--- src/rtl/fbs_pkg.sv ---
package fbs_pkg;
  parameter int unsigned FBS_BEAT_BYTES_DEF = 8;
  parameter int unsigned FBS_MAX_BURST_DEF  = 16;
  parameter int unsigned FBS_MAX_OUT_DEF    = 8;

  // Position flags carried alongside each presented request
  typedef struct packed {
    logic eol;  // last burst of its line
    logic eof;  // last burst of the frame
  } fbs_tag_t;
endpackage

--- src/rtl/fbs_outstanding.sv ---
module fbs_outstanding #(
  parameter int MAX_OUTSTAND = 8,
  localparam int OUT_W = $clog2(MAX_OUTSTAND + 1)
) (
  input  logic             clk,
  input  logic             rst,
  input  logic             issue,   // request accepted this cycle
  input  logic             retire,  // completion returned this cycle
  input  logic [OUT_W-1:0] limit,
  output logic [OUT_W-1:0] count,
  output logic             room     // another request may be presented
);
  logic [OUT_W:0] after_issue;

  always_ff @(posedge clk) begin
    if (rst) count <= '0;
    else if (issue && !retire) count <= count + 1'b1;
    else if (!issue && retire) count <= count - 1'b1;
  end

  // Completions in flight are not credited, which keeps the check conservative
  assign after_issue = {1'b0, count} + {{OUT_W{1'b0}}, issue};
  assign room        = after_issue < {1'b0, limit};
endmodule

--- src/rtl/fbs_burst_size.sv ---
module fbs_burst_size #(
  parameter int LEN_W      = 16,
  parameter int BEAT_BYTES = 8,
  parameter int MAX_BURST  = 16,
  localparam int BEAT_W  = $clog2(MAX_BURST + 1),
  localparam int BYTE_SH = $clog2(BEAT_BYTES)
) (
  input  logic [LEN_W-1:0]  remain,
  input  logic [BEAT_W-1:0] burst_beats,
  output logic [LEN_W-1:0]  take_bytes,
  output logic [BEAT_W-1:0] take_beats,
  output logic              last
);
  logic [LEN_W-1:0] cap_bytes;
  logic [LEN_W-1:0] beats_wide;

  assign cap_bytes  = LEN_W'(burst_beats) << BYTE_SH;
  assign last       = (remain <= cap_bytes);
  assign take_bytes = last ? remain : cap_bytes;
  assign beats_wide = take_bytes >> BYTE_SH;
  assign take_beats = beats_wide[BEAT_W-1:0];
endmodule

--- src/rtl/fb_scan_addrgen.sv ---
module fb_scan_addrgen
  import fbs_pkg::*;
#(
  parameter int ADDR_W       = 32,
  parameter int LEN_W        = 16,
  parameter int LINE_W       = 12,
  parameter int BEAT_BYTES   = FBS_BEAT_BYTES_DEF,
  parameter int MAX_BURST    = FBS_MAX_BURST_DEF,
  parameter int MAX_OUTSTAND = FBS_MAX_OUT_DEF,
  localparam int BEAT_W = $clog2(MAX_BURST + 1),
  localparam int OUT_W  = $clog2(MAX_OUTSTAND + 1)
) (
  input  logic              clk,
  input  logic              rst,
  input  logic              frame_start,
  input  logic [ADDR_W-1:0] cfg_base,
  input  logic [LEN_W-1:0]  cfg_line_len,
  input  logic [LEN_W-1:0]  cfg_pitch,
  input  logic [LINE_W-1:0] cfg_line_cnt_m1,
  input  logic [BEAT_W-1:0] cfg_burst_beats,
  input  logic [OUT_W-1:0]  cfg_max_outst,
  output logic              req_valid,
  input  logic              req_ready,
  output logic [ADDR_W-1:0] req_addr,
  output logic [BEAT_W-1:0] req_beats,
  input  logic              cpl,
  output logic              line_done,
  output logic              frame_done,
  output logic              frame_active
);
  // Frame snapshot
  logic [LEN_W-1:0]  s_len;
  logic [LEN_W-1:0]  s_pitch;
  logic [LINE_W-1:0] s_cnt;
  logic [BEAT_W-1:0] s_burst;
  logic [OUT_W-1:0]  s_lim;

  // Walk state
  logic [ADDR_W-1:0] line_base;
  logic [ADDR_W-1:0] cur_addr;
  logic [LEN_W-1:0]  remain;
  logic [LINE_W-1:0] line_idx;
  logic              more;
  fbs_tag_t          req_tag;

  logic              accept, load, room, last_burst, start_ok;
  logic [LEN_W-1:0]  take_bytes;
  logic [BEAT_W-1:0] take_beats;
  logic [OUT_W-1:0]  outst_cnt;
  logic [ADDR_W-1:0] next_line;
  logic [BEAT_W-1:0] burst_eff;
  logic [OUT_W-1:0]  lim_eff;

  assign accept    = req_valid && req_ready;
  assign load      = more && (!req_valid || req_ready) && room;
  assign start_ok  = frame_start && !frame_active;
  assign next_line = line_base + ADDR_W'(s_pitch);
  assign burst_eff = (cfg_burst_beats == '0 || 32'(cfg_burst_beats) > MAX_BURST)
                     ? BEAT_W'(MAX_BURST) : cfg_burst_beats;
  assign lim_eff   = (cfg_max_outst == '0 || 32'(cfg_max_outst) > MAX_OUTSTAND)
                     ? OUT_W'(MAX_OUTSTAND) : cfg_max_outst;

  fbs_outstanding #(.MAX_OUTSTAND(MAX_OUTSTAND)) u_outst (
    .clk    (clk),
    .rst    (rst),
    .issue  (accept),
    .retire (cpl),
    .limit  (s_lim),
    .count  (outst_cnt),
    .room   (room)
  );

  fbs_burst_size #(
    .LEN_W      (LEN_W),
    .BEAT_BYTES (BEAT_BYTES),
    .MAX_BURST  (MAX_BURST)
  ) u_burst (
    .remain      (remain),
    .burst_beats (s_burst),
    .take_bytes  (take_bytes),
    .take_beats  (take_beats),
    .last        (last_burst)
  );

  always_ff @(posedge clk) begin
    if (rst) begin
      s_len        <= '0;
      s_pitch      <= '0;
      s_cnt        <= '0;
      s_burst      <= BEAT_W'(MAX_BURST);
      s_lim        <= OUT_W'(MAX_OUTSTAND);
      line_base    <= '0;
      cur_addr     <= '0;
      remain       <= '0;
      line_idx     <= '0;
      more         <= 1'b0;
      req_valid    <= 1'b0;
      req_addr     <= '0;
      req_beats    <= '0;
      req_tag      <= '0;
      line_done    <= 1'b0;
      frame_done   <= 1'b0;
      frame_active <= 1'b0;
    end else begin
      line_done  <= accept && req_tag.eol;
      frame_done <= accept && req_tag.eof;

      if (start_ok) begin
        s_len        <= cfg_line_len;
        s_pitch      <= cfg_pitch;
        s_cnt        <= cfg_line_cnt_m1;
        s_burst      <= burst_eff;
        s_lim        <= lim_eff;
        line_base    <= cfg_base;
        cur_addr     <= cfg_base;
        remain       <= cfg_line_len;
        line_idx     <= '0;
        more         <= 1'b1;
        frame_active <= 1'b1;
      end else if (accept && req_tag.eof) begin
        frame_active <= 1'b0;
      end

      if (load) begin
        req_valid   <= 1'b1;
        req_addr    <= cur_addr;
        req_beats   <= take_beats;
        req_tag.eol <= last_burst;
        req_tag.eof <= last_burst && (line_idx == s_cnt);
        if (last_burst) begin
          if (line_idx == s_cnt) begin
            more <= 1'b0;
          end else begin
            line_idx  <= line_idx + 1'b1;
            line_base <= next_line;
            cur_addr  <= next_line;
            remain    <= s_len;
          end
        end else begin
          cur_addr <= cur_addr + ADDR_W'(take_bytes);
          remain   <= remain - take_bytes;
        end
      end else if (accept) begin
        req_valid <= 1'b0;
      end
    end
  end
endmodule

--- config.mk ---
export PLATFORM = sky130hd
export DESIGN_NAME = fb_scan_addrgen
export DESIGN_NICKNAME = d
export VERILOG_FILES = /design/src/rtl/fbs_pkg.sv /design/src/rtl/fbs_outstanding.sv /design/src/rtl/fbs_burst_size.sv /design/src/rtl/fb_scan_addrgen.sv
export SDC_FILE = /design/constraint.sdc
export NUM_CORES = 1
export LEC_CHECK = 0
export ABC_AREA = 1
export BUFFER_PORTS_ARGS = -buffer_cell sky130_fd_sc_hd__buf_4
export CAP_MARGIN = 20
export CORE_MARGIN = 10
export CORE_UTILIZATION = 55
export DETAILED_ROUTE_END_ITERATION = 6
export GPL_ROUTABILITY_DRIVEN = 0
export PLACE_DENSITY = 0.76
export SYNTH_ARGS = -nofsm -noshare
export SYNTH_HDL_FRONTEND = slang
export SYNTH_SLANG_ARGS = --single-unit
--- constraint.sdc ---
create_clock -name clk -period 7.5 [get_ports clk]
set_input_delay 0.75 -clock clk [delete_from_list [all_inputs] [get_ports clk]]
set_output_delay 0.75 -clock clk [all_outputs]
set_load 0.02 [all_outputs]
==> flow_summary.ini <==
[run_status]
outcome = complete, no violations

[place]
port_buffers = 130
dp.cells = 2141
post_dp_cell_area_mm2 = 0.01293
hpwl_mm = 26.18

[synth]
synth_async_sr_flop_share = 0
synth_cells = 1799
yosysTopAreaCell = dfxtp_1
synth_common_cells = 475 x nand2_1, 193 x dfxtp_1, 181 x inv_1
synth-seq-area-share = 0.3245
synth_most_common_cell = nand2_1
synthTopCellsByArea = dfxtp_1 32%, nand2_1 15%, a21oi_1 6.9%, o21ai_0 6.1%, inv_1 5.7%
synth_seq_cells = 193
syn_area_per_cell_um2 = 6.619
synth_edf_count = 0
ys.flop_type = dfxtp_1
synth_cell_types = 57
synth_area_mm2 = 0.01191
synth_warnings = 0
yosysTopAreaCellShare = 0.3245

[critical_path]
startpoint_type = register
cp_num_buf_inv = 3
crit_top_cell = nand2_1
endpoint_kind = register
critPathTopFamily = simple AND/OR/NAND/NOR gates
crit_chain = inv_1 > ha_1 > inv_1 > nor2_1 > nand3_1 > nor2_1 > nand2_2 > nand2_2 > inv_2 > o21ai_1 > ha_1 > a21oi_1 > nand2_1 > a21oi_1 > o21bai_1 > nand2_1 > nand2_1 > nand2_1 > nand2_1 > nand2_1 > nand3_1 > a21oi_1 > nor2_1
cp_max_fo = 29
worst_ep_arrival_time_ns = 4.77
crit_type = register to register
crit_slowest_cell = inv_2
cpPeakStageDelay_ns = 0.45
critPathRequiredTime_ns = 7.85

[layout]
diodes = 0
fin_area_mm2 = 0.01355
finalNonFillerCells = 2173
drive_above_1_share = 0.1191
final_util = 0.6405
area_growth_pct = 13.79
fin_nets = 2031

[drt]
final_antenna_net_count = 0
drt_iter0_drc = 1239
avgRoutedWirePerCell_um = 16.97
num_vias = 12370
drc = 0
routed_wl_mm = 36.88
dr.pass1.iters = 6
vias_per_cell = 5.694

[floorplan]
rows = 53
fp.dieH_um = 167.1
die_area_mm2 = 0.02794
start_util = 0.5629
ioPinCount = 131
die_w_um = 167.1
coreArea_mm2 = 0.02115

[clock_tree]
insertion_delay_ns = 0.46
clkTransAtPathRegs_ns = 0.08
clkSinkCount = 193
cts_buffer_depth = 2
cts_resized = 0
hold_buffers = 0
h-tree-depth = 4
cts_root_buffer = clkbuf_16
tritoncts = done
numCtsBuffers = 17
cts_setup_buffers = 0

[global_routing]
grt_use_met3 = 0.05173
grt_util_met1 = 0.3347
grt_overflow_total = 0
grt_max_degree = 82
grt_usage = 0.2530
antenna_found_initial = 0
top_usage_layer = met2
first_global_vias = 11690
grt_use_met2 = 0.3891
grt_pass1_wl_mm = 59.49

[sta]
maxSlewViolCount = 0
worst_pin_slew_ns = 0.9713
hold_viol = 0
tns_ns = 0
finalCriticalPeriod_ns = 4.420
rsz0062_at_grt = false
period_share = 0.5893
setup_viol = 0
fin_skew_ns = 0.01640
max-slew-margin-rel = 0.3525
fmax_mhz = 226.2

[power_and_ir_drop]
leakagePower_nw = 6.221
ir_drop_mv = 0.1584
powerDensity_mw_per_mm2 = 257.2

[flow_run]
drv_cap = 0

[min_path]
hold_class = register to register
area by class of cell:
cell class,count,area [um^2]
fillers,1959,7605
multi-input cells,1341,6955
flip-flops and latches,193,3864
repair buffers,138,1036
inverters,194,729.5
clock buffers,17,425.4
well taps,275,344.1
clock inverters,15,195.2
placed cells by master (no fill, tap or decap), types with 9 or more instances in the layout:
cell type / n
a21oi_1: 163
o21ai_1: 22
nor3_1: 30
inv_1: 180
buf_4: 138
nand4_1: 17
clkbuf_16: 17
conb_1: 9
nand3_1: 102
nand2_1: 475
ha_1: 53
a211oi_1: 9
xnor2_1: 17
nor2_1: 143
o21a_1: 10
dfxtp_1: 193
o21ai_0: 146
inv_2: 12
xor2_1: 29
o211ai_1: 20
a31oi_1: 15
kinds of logic after synthesis:
group,count (synthesis),synth area share
AO/OA/AOI/OAI,410,0.1906
XOR/XNOR,46,0.03383
adder cells (fa/ha/maj),56,0.06073
buffers and inverters,272,0.09404
flip-flops,193,0.3245
other,2,0.0006307
AND/OR/NAND/NOR,820,0.2957
where the power goes:
part           switching [mW]  total (mW)  leakage, nW  internal [mW]
Sequential              0.112        1.26         1.59           1.15
Clock                   0.463       0.974        0.301          0.511
Combinational           0.831        1.25         4.33          0.420
registers in the layout, summed over array words and instances (netlist names), 2 cells and up, named ones only:
name / count
req_beats: 5
cur_addr: 32
s_lim: 4
s_burst: 5
req_tag: 2
req_addr: 32
u_outst.count: 4
line_idx: 12
remain: 15
s_len: 16
line_base: 32
s_pitch: 16
s_cnt: 12
metrics by stage:
stage / setup slack, ns / power [mW] / hold slack [ns]
after CTS: 3.173 / 3.459 / 0.4516
after global routing: 2.695 / 3.687 / 0.4866
final: 3.080 / 3.484 / 0.4571
after global placement: 3.115 / 2.466 / 0.4422
after floorplan: 4.165 / 2.180 / 0.4213
after detailed placement: 3.167 / 2.489 / 0.4381
worst reg2reg max path: stages (launching register included):
cell and delay, ns:
dfxtp_1 0.36, inv_1 0.08, ha_1 0.30, inv_1 0.04, nor2_1 0.12, nand3_1 0.09, nor2_1 0.12, nand2_2 0.09
nand2_2 0.44, inv_2 0.45, o21ai_1 0.33, ha_1 0.33, a21oi_1 0.20, nand2_1 0.11, a21oi_1 0.33, o21bai_1 0.21
nand2_1 0.11, nand2_1 0.10, nand2_1 0.07, nand2_1 0.07, nand2_1 0.08, nand3_1 0.07, a21oi_1 0.16, nor2_1 0.05
routing by layer:
layer	part of all wire	vias to the layer above	routed length (um)
li1	-	6093	-
met1	0.43	5625	15910
met4	0.039	0	1433
met2	0.44	555	16220
met5	0	-	0
met3	0.090	101	3316
worst paths after layout:
path                            startpoint            to  slack [ns]  cells after the start
worst min-delay path            req_tag[1]     line_done        0.46                      2
worst max-delay path             remain[3]  cur_addr[18]        3.08                     23
worst max register to register   remain[3]  cur_addr[18]        3.08                     23
worst min register to register  req_tag[1]     line_done        0.46                      2
Power figures use the tool's default switching activity.
